<file path="src/rtl/scl_pkg.sv">
`timescale 1ns/1ps
package scl_pkg;
  typedef enum logic [1:0] {
    ST_IDLE   = 2'd0,
    ST_LAUNCH = 2'd1,
    ST_WAIT   = 2'd2
  } scl_state_t;

  // Division order: both ratios first, so the enhancer decision is known early.
  typedef enum logic [2:0] {
    OP_HUP    = 3'd0,
    OP_VUP    = 3'd1,
    OP_HINIT  = 3'd2,
    OP_HDELTA = 3'd3,
    OP_VINIT  = 3'd4,
    OP_VDELTA = 3'd5
  } scl_op_t;
endpackage

</file>
<file path="src/rtl/scl_div.sv">
`timescale 1ns/1ps
// Restoring radix-2 divider: one quotient bit per clock, low quotient bits out.
module scl_div #(
  parameter int NUM_W = 48,
  parameter int DEN_W = 32,
  parameter int QUO_W = 32
) (
  input  logic             clk,
  input  logic             rst_n,
  input  logic             start,
  input  logic [NUM_W-1:0] num,
  input  logic [DEN_W-1:0] den,
  output logic             done,
  output logic [QUO_W-1:0] quo
);
  localparam int CNT_W = $clog2(NUM_W + 1);

  logic             busy;
  logic [DEN_W-1:0] rem;
  logic [NUM_W-1:0] acc;
  logic [DEN_W-1:0] dsr;
  logic [CNT_W-1:0] cnt;

  logic [DEN_W:0]   trial;
  logic [DEN_W:0]   diff;
  logic             take;

  assign trial = {rem, acc[NUM_W-1]};
  assign diff  = trial - {1'b0, dsr};
  assign take  = (trial >= {1'b0, dsr});
  assign quo   = acc[QUO_W-1:0];

  always_ff @(posedge clk) begin
    if (!rst_n) begin
      busy <= 1'b0;
      done <= 1'b0;
      rem  <= '0;
      acc  <= '0;
      dsr  <= '0;
      cnt  <= '0;
    end else begin
      done <= 1'b0;
      if (!busy) begin
        if (start) begin
          busy <= 1'b1;
          rem  <= '0;
          acc  <= num;
          dsr  <= den;
          cnt  <= CNT_W'(NUM_W);
        end
      end else begin
        rem <= take ? diff[DEN_W-1:0] : trial[DEN_W-1:0];
        acc <= {acc[NUM_W-2:0], take};
        cnt <= cnt - CNT_W'(1);
        if (cnt == CNT_W'(1)) begin
          busy <= 1'b0;
          done <= 1'b1;
        end
      end
    end
  end
endmodule

</file>
<file path="src/rtl/scl_mask_chk.sv">
`timescale 1ns/1ps
// Classifies the plane mask: no plane, or more than one plane.
module scl_mask_chk #(
  parameter int NPLANES = 4
) (
  input  logic [NPLANES-1:0] mask,
  output logic               none,
  output logic               multi
);
  localparam int CW = $clog2(NPLANES + 1);

  logic [CW-1:0] tally [NPLANES+1];

  assign tally[0] = '0;
  for (genvar i = 0; i < NPLANES; i++) begin : g_tally
    assign tally[i+1] = tally[i] + CW'(mask[i]);
  end

  assign none  = (tally[NPLANES] == '0);
  assign multi = (tally[NPLANES] > CW'(1));
endmodule

</file>
<file path="src/rtl/scl_geom.sv">
`timescale 1ns/1ps
// Axis selection for rotated planes and zero-size detection.
module scl_geom #(
  parameter int FIX_W  = 32,
  parameter int FRAC_W = 16,
  parameter int DIM_W  = 16
) (
  input  logic [FIX_W-1:0]        src_w,
  input  logic [FIX_W-1:0]        src_h,
  input  logic [DIM_W-1:0]        dst_w,
  input  logic [DIM_W-1:0]        dst_h,
  input  logic                    rotated,
  output logic [FIX_W-FRAC_W-1:0] in_w,
  output logic [FIX_W-FRAC_W-1:0] in_h,
  output logic                    size_zero
);
  logic [FIX_W-FRAC_W-1:0] int_w;
  logic [FIX_W-FRAC_W-1:0] int_h;

  assign int_w = src_w[FIX_W-1:FRAC_W];
  assign int_h = src_h[FIX_W-1:FRAC_W];

  always_comb begin
    if (rotated) begin
      in_w = int_h;
      in_h = int_w;
    end else begin
      in_w = int_w;
      in_h = int_h;
    end
  end

  assign size_zero = (src_w == '0) || (src_h == '0) ||
                     (dst_w == '0) || (dst_h == '0);
endmodule

</file>
<file path="src/rtl/scl_opsel.sv">
`timescale 1ns/1ps
// Chooses dividend and divisor for the current step of the sequence.
module scl_opsel
  import scl_pkg::*;
#(
  parameter int FIX_W      = 32,
  parameter int FRAC_W     = 16,
  parameter int DIM_W      = 16,
  parameter int PHASE_BITS = 4,
  parameter int SHIFT_BITS = 12,
  parameter int NUM_W      = 48
) (
  input  scl_op_t                 op,
  input  logic [FIX_W-1:0]        src_w,
  input  logic [FIX_W-1:0]        src_h,
  input  logic [DIM_W-1:0]        dst_w,
  input  logic [DIM_W-1:0]        dst_h,
  input  logic [FIX_W-FRAC_W-1:0] in_w,
  input  logic [FIX_W-FRAC_W-1:0] in_h,
  output logic [NUM_W-1:0]        num,
  output logic [FIX_W-1:0]        den
);
  localparam int RATIO_SH = 2 * FRAC_W;
  localparam int STEP_SH  = PHASE_BITS + SHIFT_BITS;

  always_comb begin
    unique case (op)
      OP_HUP: begin
        num = NUM_W'(dst_w) << RATIO_SH;
        den = src_w;
      end
      OP_VUP: begin
        num = NUM_W'(dst_h) << RATIO_SH;
        den = src_h;
      end
      OP_HINIT: begin
        num = NUM_W'(in_w) << PHASE_BITS;
        den = FIX_W'(dst_w);
      end
      OP_HDELTA: begin
        num = NUM_W'(in_w) << STEP_SH;
        den = FIX_W'(dst_w);
      end
      OP_VINIT: begin
        num = NUM_W'(in_h) << PHASE_BITS;
        den = FIX_W'(dst_h);
      end
      OP_VDELTA: begin
        num = NUM_W'(in_h) << STEP_SH;
        den = FIX_W'(dst_h);
      end
      default: begin
        num = '0;
        den = FIX_W'(1);
      end
    endcase
  end
endmodule

</file>
<file path="src/rtl/scl_phase_calc.sv">
`timescale 1ns/1ps
module scl_phase_calc
  import scl_pkg::*;
#(
  parameter int NPLANES    = 4,
  parameter int FIX_W      = 32,
  parameter int FRAC_W     = 16,
  parameter int DIM_W      = 16,
  parameter int PHASE_BITS = 4,
  parameter int SHIFT_BITS = 12
) (
  input  logic                    clk,
  input  logic                    rst_n,
  input  logic                    req_valid,
  output logic                    req_ready,
  input  logic [FIX_W-1:0]        req_src_w,
  input  logic [FIX_W-1:0]        req_src_h,
  input  logic [DIM_W-1:0]        req_dst_w,
  input  logic [DIM_W-1:0]        req_dst_h,
  input  logic                    req_rotated,
  input  logic [NPLANES-1:0]      req_plane_mask,
  output logic                    done,
  output logic                    scale_en,
  output logic                    err,
  output logic                    enh_en,
  output logic [FIX_W-FRAC_W-1:0] in_w,
  output logic [FIX_W-FRAC_W-1:0] in_h,
  output logic [DIM_W-1:0]        out_w,
  output logic [DIM_W-1:0]        out_h,
  output logic [FIX_W-1:0]        h_init,
  output logic [FIX_W-1:0]        h_delta,
  output logic [FIX_W-1:0]        v_init,
  output logic [FIX_W-1:0]        v_delta,
  output logic [FIX_W-1:0]        h_up,
  output logic [FIX_W-1:0]        v_up
);
  localparam int INT_W = FIX_W - FRAC_W;
  localparam int NUM_W = DIM_W + 2 * FRAC_W;
  localparam logic [INT_W-1:0] ENH_MIN = INT_W'(2);

  scl_state_t       state;
  scl_op_t          op;
  logic [FIX_W-1:0] src_w_q;
  logic [FIX_W-1:0] src_h_q;

  logic             accept;
  logic             m_none;
  logic             m_multi;
  logic [INT_W-1:0] g_in_w;
  logic [INT_W-1:0] g_in_h;
  logic             g_zero;

  logic [NUM_W-1:0] d_num;
  logic [FIX_W-1:0] d_den;
  logic             d_start;
  logic             d_done;
  logic [FIX_W-1:0] d_quo;
  logic [FIX_W-1:0] init_val;
  logic             enh_next;

  assign req_ready = (state == ST_IDLE);
  assign accept    = req_valid && req_ready;
  assign d_start   = (state == ST_LAUNCH);

  // (q + 1) / 2 written without a carry bit that would be dropped
  assign init_val  = {1'b0, d_quo[FIX_W-1:1]} + {{(FIX_W-1){1'b0}}, d_quo[0]};
  assign enh_next  = (h_up[FIX_W-1:FRAC_W] >= ENH_MIN) ||
                     (d_quo[FIX_W-1:FRAC_W] >= ENH_MIN);

  scl_mask_chk #(.NPLANES(NPLANES)) u_mask (
    .mask  (req_plane_mask),
    .none  (m_none),
    .multi (m_multi)
  );

  scl_geom #(.FIX_W(FIX_W), .FRAC_W(FRAC_W), .DIM_W(DIM_W)) u_geom (
    .src_w     (req_src_w),
    .src_h     (req_src_h),
    .dst_w     (req_dst_w),
    .dst_h     (req_dst_h),
    .rotated   (req_rotated),
    .in_w      (g_in_w),
    .in_h      (g_in_h),
    .size_zero (g_zero)
  );

  scl_opsel #(
    .FIX_W(FIX_W), .FRAC_W(FRAC_W), .DIM_W(DIM_W),
    .PHASE_BITS(PHASE_BITS), .SHIFT_BITS(SHIFT_BITS), .NUM_W(NUM_W)
  ) u_opsel (
    .op    (op),
    .src_w (src_w_q),
    .src_h (src_h_q),
    .dst_w (out_w),
    .dst_h (out_h),
    .in_w  (in_w),
    .in_h  (in_h),
    .num   (d_num),
    .den   (d_den)
  );

  scl_div #(.NUM_W(NUM_W), .DEN_W(FIX_W), .QUO_W(FIX_W)) u_div (
    .clk   (clk),
    .rst_n (rst_n),
    .start (d_start),
    .num   (d_num),
    .den   (d_den),
    .done  (d_done),
    .quo   (d_quo)
  );

  always_ff @(posedge clk) begin
    if (!rst_n) begin
      state    <= ST_IDLE;
      op       <= OP_HUP;
      src_w_q  <= '0;
      src_h_q  <= '0;
      done     <= 1'b0;
      scale_en <= 1'b0;
      err      <= 1'b0;
      enh_en   <= 1'b0;
      in_w     <= '0;
      in_h     <= '0;
      out_w    <= '0;
      out_h    <= '0;
      h_init   <= '0;
      h_delta  <= '0;
      v_init   <= '0;
      v_delta  <= '0;
      h_up     <= '0;
      v_up     <= '0;
    end else begin
      done <= 1'b0;
      unique case (state)
        ST_IDLE: begin
          if (accept) begin
            scale_en <= 1'b0;
            err      <= 1'b0;
            enh_en   <= 1'b0;
            in_w     <= '0;
            in_h     <= '0;
            out_w    <= '0;
            out_h    <= '0;
            h_init   <= '0;
            h_delta  <= '0;
            v_init   <= '0;
            v_delta  <= '0;
            h_up     <= '0;
            v_up     <= '0;
            if (m_none) begin
              done <= 1'b1;
            end else if (m_multi || g_zero) begin
              err  <= 1'b1;
              done <= 1'b1;
            end else begin
              src_w_q <= req_src_w;
              src_h_q <= req_src_h;
              in_w    <= g_in_w;
              in_h    <= g_in_h;
              out_w   <= req_dst_w;
              out_h   <= req_dst_h;
              op      <= OP_HUP;
              state   <= ST_LAUNCH;
            end
          end
        end
        ST_LAUNCH: state <= ST_WAIT;
        ST_WAIT: begin
          if (d_done) begin
            unique case (op)
              OP_HUP:    h_up    <= d_quo;
              OP_VUP: begin
                v_up   <= d_quo;
                enh_en <= enh_next;
              end
              OP_HINIT:  h_init  <= init_val;
              OP_HDELTA: h_delta <= d_quo;
              OP_VINIT:  v_init  <= init_val;
              default:   v_delta <= d_quo;
            endcase
            if (op == OP_VDELTA) begin
              scale_en <= 1'b1;
              done     <= 1'b1;
              state    <= ST_IDLE;
            end else begin
              op    <= scl_op_t'(op + 3'd1);
              state <= ST_LAUNCH;
            end
          end
        end
        default: state <= ST_IDLE;
      endcase
    end
  end
endmodule

</file>
<file path="config.mk">
export PLATFORM = sky130hd
export DESIGN_NAME = scl_phase_calc
export DESIGN_NICKNAME = d
export VERILOG_FILES = /design/src/rtl/scl_pkg.sv /design/src/rtl/scl_div.sv /design/src/rtl/scl_mask_chk.sv /design/src/rtl/scl_geom.sv /design/src/rtl/scl_opsel.sv /design/src/rtl/scl_phase_calc.sv
export SDC_FILE = /design/constraint.sdc
export NUM_CORES = 1
export LEC_CHECK = 0
export ABC_AREA = 1
export CAP_MARGIN = 20
export CORE_MARGIN = 5
export CORE_UTILIZATION = 30
export CTS_CLUSTER_DIAMETER = 60
export DETAILED_ROUTE_END_ITERATION = 7
export GPL_ROUTABILITY_DRIVEN = 0
export GPL_TIMING_DRIVEN = 0
export PLACE_DENSITY = 0.56
export SYNTH_ARGS = -nofsm -noshare
export SYNTH_HDL_FRONTEND = slang
export SYNTH_HIERARCHICAL = 1
export SYNTH_SLANG_ARGS = --single-unit
</file>
<file path="constraint.sdc">
create_clock -name clk -period 3.2 [get_ports clk]
set_input_delay 0.8 -clock clk [delete_from_list [all_inputs] [get_ports clk]]
set_output_delay 0.8 -clock clk [all_outputs]
set_load 0.1 [all_outputs]
</file>
==> summary.txt, run 1 <==
Outcome
  – Status: finished clean

Drt
  – DRC: 0
  – Drt total wl: 95800 µm
  – Via count: 24000
  – Detailed Route Iter0 Violations: 2272
  – Avg Vias per Cell: 4.93
  – DRT Pass-1 Iters: 5
  – Routed WL per cell: 19.6 µm
  – Final ANT Viol Nets: 0

GRT
  – Total congestion overflow: 0
  – Initial antenna violation count: 1
  – Vias in the first global route: 22300
  – First-pass GRT wire length: 141000 µm
  – Gr usage total: 22.3%
  – Largest net degree at the start of global routing: 15

Synthesis
  – Synth Area in Adders: 2.59%
  – Synth Warn #: 6
  – Syn Inst Count: 3430
  – Synth Area in XOR/XNOR: 0.537%
  – Multiplexer share of the synthesized area: 0%
  – Synth Area in Simple Gates: 30.7%
  – Post-Syn Area: 22800 µm²
  – Distinct cells, synth: 45
  – Synthesized area per cell: 6.66 µm²
  – Largest family of logic cells by synthesized area: simple AND/OR/NAND/NOR gates
  – Sequential share of the synthesized area: 39.4%
  – Compound-Gate Fraction of Synth Area: 15.6%
  – Register bit total from synthesis: 449

Setup path
  – Reg-to-reg slack, setup: 0.65 ns
  – Worst Path Buf+Inv: 1
  – CP endpoint kind: primary output
  – Critical Path Max Stage Delay: 1.21 ns
  – Kind of critical path: flip-flop to primary output
  – Crit path launch: in_h[15]
  – Crit-path leading delay family: buffers and inverters
  – CP Launch Type: flip-flop
  – CP max-delay cell: clkdlybuf4s50_1
  – Crit-path max FO: 4
  – WP data required: 2.40 ns
  – Worst r2r src: u_div/dsr[30]
  – Crit path cell chain: clkdlybuf4s50_1
  – Arr. time, crit path: 2.33 ns

Floorplanning
  – Initial core utilization: 30.2%
  – Core Area: 75700 µm²
  – Die width: 286 µm
  – # rows: 101
  – Die Ht: 286 µm
  – Die Area: 81700 µm²
  – Top-level port count: 365

Placed design
  – IO Port Bufs: 363
  – Post-detail-place hpwl: 76000 µm
  – Placed Area: 27700 µm²

Cells and area
  – Final Cell Area: 29700 µm²
  – Final #Nets: 4006
  – Area Growth Syn to Fin: 30.3%
  – # fillers: 7925
  – Area occupied by multi-input gates: 11300 µm²
  – Register area: 8990 µm²
  – Antenna diodes: 0
  – Proportion of layout cells with a drive suffix above 1: 7.82%

Run
  – Max-cap viol count: 0

Timing
  – Final hold violations: 0
  – Fmax: 319 MHz
  – Setup violators final: 0
  – Skew final: 0.0440 ns
  – RSZ-0062 raised after global routing: yes
  – Max-slew headroom: 24.5%
  – Min Tclk post-route: 3.13 ns
  – Slew @ Worst Pin: 1.13 ns
  – Max Slew Vio Count: 0
  – Final hold slack: 0.463 ns
  – Final period util: 97.9%

Clock tree
  – CTS Buf Count: 54
  – CTS tree: yes
  – Sink Count: 449
  – Clock-pin slew on the worst setup and hold paths: 0.06 ns
  – Worst-Skew Late Latency: 0.63 ns
  – Clk root buf: clkbuf_16
  – Clock tree buffer depth: 3
  – Htree depth: 2

Power
  – Pleak: 12.9 nW
  – Net Switching: 15.0 mW
  – Logic gate share of total power: 55.3%
  – Sequential power share: 23.5%
  – Clk pwr share: 21.2%
  – Pwr Density: 1010 nW/µm²
  – P_int: 14.9 mW
  – Worst vdd rail ir drop: 0.594 mV
  – Switching part of the total: 50.0%

Hold path
  – Min-delay src: v_delta[26]
  – Worst Hold Class: flip-flop to flip-flop
## cell usage in the layout, fill, tap and decap left out, types with 42 or more instances in the layout
cell type          n
clkbuf_16         57
buf_4             49
a21oi_1          217
nand2_1          827
clkdlybuf4s50_1  361
nor2_1           582
inv_1            338
buf_2             45
nand3_1          143
a22oi_1           86
o21ai_1          101
o21ai_0          221
ha_1              42
dfxtp_1          449
clkbuf_1          93
## worst register-to-register path: stages, from the launching register on
cell and delay, ns:
dfxtp_1 0.30, inv_1 0.06, ha_1 0.44, nand3_1 0.15
nor3_1 0.36, nand3_2 0.17, nand3_2 0.10, nor2_2 0.04
nand2_1 0.16, buf_2 0.29, nand2_1 0.15, nand3_1 0.10
a21oi_1 0.06
## layout make-up
type,count,area share [%]
multi-input combinational,2404,38.1
timing repair buffer,367,12.4
clock buffer,76,5.20
tap,978,4.12
inverter,365,4.62
sequential,449,30.2
buffer,215,4.30
clock inverter,26,0.997
## path summary, 6_finish.rpt
| path | depth (start not counted) | endpoint |
|---|---|---|
| setup / recovery | 1 | in_h[15] |
| hold / removal | 2 | v_delta[26] |
| setup reg to reg | 12 | u_div/rem[22] |
| hold reg to reg | 2 | v_delta[26] |
## logic make-up (layout without fill, tap and decap cells)
kind of cell / count (synthesis) / count (layout)
XOR/XNOR: 14 / 14
other: 1 / 4
AND/OR/NAND/NOR: 1684 / 1684
adder cells (fa/ha/maj): 46 / 46
flip-flops: 449 / 449
AO/OA/AOI/OAI: 656 / 656
buffers and inverters: 580 / 1049
## state kept, by name, indices dropped and copies added (netlist names), 2 cells and up
signal and cells:
h_delta 32, h_init 32, h_up 32, in_h 16, in_w 16, op 3
out_h 16, out_w 16, src_h_q 32, src_w_q 32, state 2, u_div/acc 48
u_div/cnt 6, u_div/dsr 32, u_div/rem 32, v_delta 32, v_init 32, v_up 32
## metal layers
metal / global-route usage, % / share of wire [%] / up-vias
li1: - / - / 11800
met1: 30.7 / 44 / 11200
met3: 3.93 / 7.2 / 147
met4: 6.64 / 3.4 / 0
met2: 35.9 / 45 / 862
met5: 0 / 0 / -
## power groups by stage
| stage | sequential (mW) | combinational (mW) | clock [mW] |
|---|---|---|---|
| 6_report | 7.04 | 16.5 | 6.34 |
| 5_1_grt | 7.12 | 18.0 | 6.69 |
| 4_1_cts | 7.03 | 16.3 | 6.48 |
| 3_5_place_dp | 7.14 | 16.3 | 0 |
| 3_3_place_gp | 7.14 | 16.2 | 0 |
| 2_1_floorplan | 10.3 | 8.71 | 0 |
## cells in the mapped netlist, drive strengths merged
library cell	count	area, µm²
nand2	842	3220
nor2	601	2350
dfxtp	449	8990
inv	364	1370
o21ai	324	1630
a21oi	218	1090
nand3	160	901
buf	127	851
clkbuf	88	330
a22oi	86	646
ha	44	551
nand3b	34	255
nand4	26	163
o22ai	16	100
nor3	13	76.3
xnor2	13	114
and2	5	31.3
a31oi	3	18.8
o21a	3	22.5
o21bai	3	22.5
a211oi	2	15.0
fa	2	40.0
or2	2	12.5
and3	1	6.26
clkinv	1	3.75
conb	1	3.75
o211ai	1	7.51
xor2	1	8.76
## repair_timing
item | in CTS | in global routing
setup buffers | 0 | 2
pin swaps | 0 | 2
gates resized for setup | 9 | 57
cloned | 0 | 2
endpoints found under the setup margin | 126 | 131
hold buffers | 0 | 0
## per-stage QoR
step                TNS (ns)  setup WS (ns)  std cells  power [mW]  util [%]
floorplan                  0          0.220       3433        19.0         -
global placement     -112.07         -0.813       4774        23.4      36.6
detailed placement   -116.08         -0.838       4774        23.4      36.6
CTS                        0         0.0141       4876        29.9      39.0
global route         -0.0752        -0.0167       4880        31.8      39.3
finish                     0         0.0679       4880        29.9      39.3
(Power assumes the default switching activity.)
==> run 2: changes to the inputs <==
- SKIP_LAST_GASP: not set -> 1
==> run 2 against run 1 <==
Compared with the run above: utilization barely moved; cell count did not move; power barely moved; global-route usage did not move; fmax fell by 0.23%; sequential share of layout area barely moved; clock power barely moved; cell area barely moved; via count rose by 0.10%; highest routed layer unchanged.
==> summary.txt, run 2 (same netlist as run 1, synthesis figures left out) <==
Clock tree
  – Clock-pin slew on the worst setup and hold paths: 0.06 ns (about the same)
  – Sink Count: 449 (unchanged)
  – CTS tree: yes (unchanged)
  – Clk root buf: clkbuf_16 (unchanged)
  – CTS Buf Count: 54 (unchanged)
  – Worst-Skew Late Latency: 0.62 ns (was 0.63 ns)
  – Htree depth: 2 (unchanged)
  – Clock tree buffer depth: 3 (unchanged)

Outcome
  – Status: finished clean (unchanged)

GRT
  – Largest net degree at the start of global routing: 15 (unchanged)
  – Total congestion overflow: 0 (unchanged)
  – Gr usage total: 22.3% (unchanged)
  – Vias in the first global route: 22300 (unchanged)
  – First-pass GRT wire length: 141000 µm (unchanged)
  – Initial antenna violation count: 1 (unchanged)

Power
  – Logic gate share of total power: 55.2% (was 55.3%)
  – Net Switching: 14.9 mW (was 15.0 mW)
  – Pwr Density: 1010 nW/µm² (about the same)
  – P_int: 14.9 mW (about the same)
  – Total power: 29.9 mW (about the same)
  – Switching part of the total: 50.0% (about the same)
  – Clk pwr share: 21.2% (about the same)
  – Pleak: 12.9 nW (about the same)
  – Sequential power share: 23.6% (was 23.5%)
  – Worst vdd rail ir drop: 0.596 mV (was 0.594 mV)

Drt
  – DRC: 0 (unchanged)
  – Routed WL per cell: 19.6 µm (about the same)
  – Drt total wl: 95700 µm (was 95800 µm)
  – Final ANT Viol Nets: 0 (unchanged)
  – DRT Pass-1 Iters: 7 (was 5)
  – Via count: 24100 (was 24000)
  – Detailed Route Iter0 Violations: 2313 (was 2272)
  – Avg Vias per Cell: 4.93 (about the same)

Run
  – Max-cap viol count: 0 (unchanged)

Placed design
  – Cells after DPL: 4774 (unchanged)
  – Post-detail-place hpwl: 76000 µm (unchanged)
  – IO Port Bufs: 363 (unchanged)
  – Dpl ws: -0.838 ns (unchanged)

Hold path
  – Hold Path Cell Cnt: 2 (unchanged)
  – Min-delay src: v_delta[26] (unchanged)
  – Worst hold endpoint: v_delta[26] (unchanged)
  – Worst Hold Class: flip-flop to flip-flop (unchanged)

Timing
  – Final hold violations: 0 (unchanged)
  – Skew final: 0.0419 ns (was 0.0440 ns)
  – Fmax: 319 MHz (about the same)
  – Setup violators final: 0 (unchanged)
  – RSZ-0062 raised after global routing: yes (unchanged)
  – Max Slew Vio Count: 0 (unchanged)
  – Min setup slack post-route: 0.0606 ns (was 0.0679 ns)
  – Min Tclk post-route: 3.14 ns (was 3.13 ns)
  – Slew @ Worst Pin: 1.13 ns (unchanged)
  – Final period util: 98.1% (was 97.9%)
  – Max-slew headroom: 24.5% (unchanged)
  – Final hold slack: 0.463 ns (about the same)

Floorplanning
  – # rows: 101 (unchanged)
  – Core Area: 75700 µm² (unchanged)
  – Die Ht: 286 µm (unchanged)
  – Initial core utilization: 30.2% (unchanged)
  – Top-level port count: 365 (unchanged)
  – Die width: 286 µm (unchanged)
  – Die Area: 81700 µm² (unchanged)

Setup path
  – WP data required: 3.74 ns (was 2.40 ns)
  – Reg-to-reg slack, setup: 0.65 ns (about the same)
  – CP endpoint kind: flip-flop (was primary output)
  – CP Launch Type: primary input (was flip-flop)
  – Reg2reg path depth: 12 (unchanged)
  – R2R Path End: u_div/rem[26] (was u_div/rem[22])
  – Crit-path max FO: 10 (was 4)
  – Kind of critical path: primary input to flip-flop (was flip-flop to primary output)
  – Worst r2r src: u_div/dsr[30] (unchanged)
  – Arr. time, crit path: 3.68 ns (was 2.33 ns)

Cells and area
  – Most common cell after layout, fill and taps aside: nand2_1 (unchanged)
  – Antenna diodes: 0 (unchanged)
  – Final #Nets: 4006 (unchanged)
  – Max reg flops: 48 (unchanged)
  – Proportion of layout cells with a drive suffix above 1: 7.82% (unchanged)
  – Reg with most FFs: u_div/acc (unchanged)
  – Commonest non-fill, non-tap cells in the layout: nand2_1, nor2_1, dfxtp_1, clkdlybuf4s50_1, inv_1 (unchanged)
  – Final non-filler cell total: 4880 (unchanged)
  – Area Growth Syn to Fin: 30.2% (was 30.3%)
run 2: metal layers:
metal	share of wire [%]	track usage, %
met1	44	30.7
met2	45	35.9
met3	7.3	3.93
met4	3.4	6.64
met5	0	0
run 2: worst max path at each step:
stage,startpoint,endpoint,cells after the start
global placement,req_plane_mask[0],src_w_q[2],15
CTS,req_plane_mask[0],src_w_q[22],15
global route,req_plane_mask[0],src_w_q[13],16
detailed placement,req_plane_mask[0],src_h_q[21],15
floorplan,req_plane_mask[0],in_h[15],15
finish,rst_n,h_delta[28],6
run 2: power groups by stage:
stage | sequential, mW | combinational [mW] | clock, mW
floorplan | 10.3 | 8.71 | 0
global placement | 7.14 | 16.2 | 0
detailed placement | 7.14 | 16.3 | 0
CTS | 7.03 | 16.3 | 6.48
global route | 7.12 | 18.0 | 6.69
finish | 7.04 | 16.5 | 6.34
run 2: area by class of cell:
class	count	area (µm²)
Inverter	365	1370
Tap cell	978	1220
Multi-Input combinational cell	2404	11300
Clock inverter	26	297
Timing Repair Buffer	367	3700
Sequential cell	449	8990
Buffer	215	1270
Fill cell	7927	46000
Clock buffer	76	1550
run 2: timing repair:
action	4_1_cts	5_1_grt
hold buffers	0	0
endpoints found under the hold margin	0	0
buffers inserted	0	2
endpoints found under the setup margin	126	131
resized for setup	9	55
gates cloned	0	2
pin swaps	0	2
run 2: critical path, stage by stage:
cell             delay, ns
clkdlybuf4s50_1       0.55
clkbuf_1              0.42
buf_1                 0.79
clkbuf_1              0.77
o21ai_0               0.20
nor2_1                0.14
run 2: metrics by stage:
stage	TNS, ns	area (µm²)	util (%)
2_1_floorplan	0	22800	-
3_3_place_gp	-112.07	27700	36.6
3_5_place_dp	-116.08	27700	36.6
4_1_cts	0	29600	39.0
5_1_grt	-0.129	29700	39.3
6_report	0	29700	39.3
==> run 3: changes to the inputs <==
- PLACE_DENSITY: 0.56 -> not set
- TNS_END_PERCENT: not set -> 20
==> run 3 against run 2 <==
Compared with the run above: hold slack better by 0.0013 ns; largest cell class unchanged; setup slack better by 0.0060 ns; sequential share of layout area is 0.051 points higher.
==> summary.txt, run 3 (same netlist as run 1, synthesis figures left out) <==
Floorplanning
  – Top-level port count: 365 (unchanged)
  – Initial core utilization: 30.2% (unchanged)
  – Die width: 286 µm (unchanged)
  – Die Area: 81700 µm² (unchanged)
  – Die Ht: 286 µm (unchanged)
  – Core Area: 75700 µm² (unchanged)
  – # rows: 101 (unchanged)

GRT
  – Initial antenna violation count: 3 (was 1)
  – Vias in the first global route: 22200 (was 22300)
  – First-pass GRT wire length: 139000 µm (was 141000 µm)
  – Largest net degree at the start of global routing: 14 (was 15)
  – Total congestion overflow: 0 (unchanged)
  – Gr usage total: 21.9% (was 22.3%)

Placed design
  – IO Port Bufs: 363 (unchanged)
  – Post-detail-place hpwl: 75500 µm (was 76000 µm)
  – Dpl ws: -0.814 ns (was -0.838 ns)

Timing
  – Slew @ Worst Pin: 1.15 ns (was 1.13 ns)
  – Max Slew Vio Count: 0 (unchanged)
  – Min setup slack post-route: 0.0666 ns (was 0.0606 ns)
  – RSZ-0062 raised after global routing: yes (unchanged)
  – Skew final: 0.0362 ns (was 0.0419 ns)
  – Setup violators final: 0 (unchanged)
  – Max-slew headroom: 23.2% (was 24.5%)
  – Final hold slack: 0.464 ns (was 0.463 ns)
  – Min Tclk post-route: 3.13 ns (was 3.14 ns)
  – Final hold violations: 0 (unchanged)
  – Final period util: 97.9% (was 98.1%)
  – Setup_tns: 0 ns (unchanged)
  – Fmax: 319 MHz (about the same)

Clock tree
  – Sink Count: 449 (unchanged)
  – Worst-Skew Late Latency: 0.61 ns (was 0.62 ns)
  – Clk root buf: clkbuf_16 (unchanged)
  – Clock-pin slew on the worst setup and hold paths: 0.06 ns (about the same)
  – CTS tree: yes (unchanged)
  – Htree depth: 2 (unchanged)
  – CTS Buf Count: 51 (was 54)
  – Clock tree buffer depth: 3 (unchanged)
  – Hold-fix buffers, CTS: 0 (unchanged)

Hold path
  – Worst Hold Class: flip-flop to flip-flop (unchanged)

Setup path
  – Arr. time, crit path: 3.62 ns (was 3.68 ns)
  – Crit-path leading delay family: buffers and inverters (unchanged)
  – CP Launch Type: primary input (unchanged)
  – CP endpoint kind: flip-flop (unchanged)
  – Worst Path Buf+Inv: 7 (was 4)
  – CP max-delay cell: fa_1 (was buf_1)
  – Crit path cell chain: clkdlybuf4s50_1 -> inv_1 -> fa_1 -> inv_1 -> ha_1 -> inv_2 -> ha_4 -> o21ai_2 -> nand2_2 -> nor3_2 -> inv_2 -> nor2_4 -> inv_4 -> clkbuf_4 -> nor2_2 -> nor2_1 (was clkdlybuf4s50_1 -> clkbuf_1 -> buf_1 -> clkbuf_1 -> o21ai_0 -> nor2_1)
  – Crit-path max FO: 10 (unchanged)
  – WP data required: 3.69 ns (was 3.74 ns)
  – Critical Path Max Stage Delay: 0.52 ns (was 0.79 ns)
  – Kind of critical path: primary input to flip-flop (unchanged)

Drt
  – Final ANT Viol Nets: 0 (unchanged)
  – Avg Vias per Cell: 4.92 (was 4.93)
  – Detailed Route Iter0 Violations: 2116 (was 2313)
  – DRT Pass-1 Iters: 6 (was 7)
  – Routed WL per cell: 19.4 µm (was 19.6 µm)
  – Drt total wl: 94600 µm (was 95700 µm)
  – Via count: 24000 (was 24100)
  – DRC: 0 (unchanged)

Power
  – Switching part of the total: 50.1% (was 50.0%)
  – Pwr Density: 992 nW/µm² (was 1010 nW/µm²)
  – Worst vdd rail ir drop: 0.898 mV (was 0.596 mV)
  – Net Switching: 14.8 mW (was 14.9 mW)
  – Pleak: 12.8 nW (was 12.9 nW)
  – Logic gate share of total power: 56.0% (was 55.2%)
  – Sequential power share: 23.9% (was 23.6%)
  – Clk pwr share: 20.1% (was 21.2%)
  – Total power: 29.4 mW (was 29.9 mW)
  – P_int: 14.7 mW (was 14.9 mW)

Cells and area
  – Area Growth Syn to Fin: 30.0% (was 30.2%)
  – Proportion of layout cells with a drive suffix above 1: 7.73% (was 7.82%)
  – Final #Nets: 4005 (was 4006)
  – Most common cell after layout, fill and taps aside: nand2_1 (unchanged)
  – Max reg flops: 48 (unchanged)
  – Reg with most FFs: u_div/acc (unchanged)
  – Commonest non-fill, non-tap cells in the layout: nand2_1, nor2_1, dfxtp_1, clkdlybuf4s50_1, inv_1 (unchanged)
  – Final Util: 39.2% (was 39.3%)

Outcome
  – Status: finished clean (unchanged)

Run
  – Max-cap viol count: 0 (unchanged)
==> run 3: path summary, 6_finish.rpt <==
kind | from | endpoint | slack, ns | cells after the start
worst max-delay path | req_plane_mask[0] | src_w_q[2] | 0.07 | 16
worst min-delay path | v_delta[3] | v_delta[3] | 0.46 | 2
worst max register to register | u_div/dsr[30] | u_div/rem[18] | 0.69 | 12
worst min register to register | v_delta[3] | v_delta[3] | 0.46 | 2
==> run 3: what timing repair did <==
item,CTS,global route
endpoints found under the setup margin,125,127
pin swaps,0,8
resized for setup,9,74
buffers inserted,0,3
gates cloned,0,3
==> run 3: power by group through the flow <==
stage | Clock (mW) | Sequential [mW] | Combinational, mW
after floorplan | 0 | 10.3 | 8.71
after global placement | 0 | 7.14 | 16.1
after detailed placement | 0 | 7.14 | 16.2
after CTS | 6.01 | 7.04 | 16.3
after global routing | 6.25 | 7.14 | 18.0
final | 5.91 | 7.05 | 16.5
==> run 3: worst min-delay path, stage by stage (launching register included) <==
cell and delay [ns]:
dfxtp_1 0.31, nand2_1 0.06, a21oi_1 0.05
==> run 3: per-stage QoR <==
step           std cells  instance area (µm²)
3_5_place_dp        4774                27700
3_3_place_gp        4774                27700
4_1_cts             4865                29400
6_report            4872                29700
5_1_grt             4872                29700
2_1_floorplan       3433                22800
==> run 3: layout make-up <==
cell class              instances  area [µm²]
multi-input cells            2404       11400
inverters                     365        1370
clock inverters                17         184
clock buffers                  74        1490
fillers                      7975       46000
plain buffers                 215        1310
diodes                          1        2.50
repair buffers                369        3750
well taps                     978        1220
flip-flops and latches        449        8990
==> run 3: routing by layer <==
layer  routed length [µm]  vias to the layer above  global-route usage, %
met4                 2870                        2                   6.11
met2                43600                      884                   36.4
li1                     -                    11800                      -
met1                40500                    11200                   29.0
met5                   13                        -                      0
met3                 7560                      131                   4.63
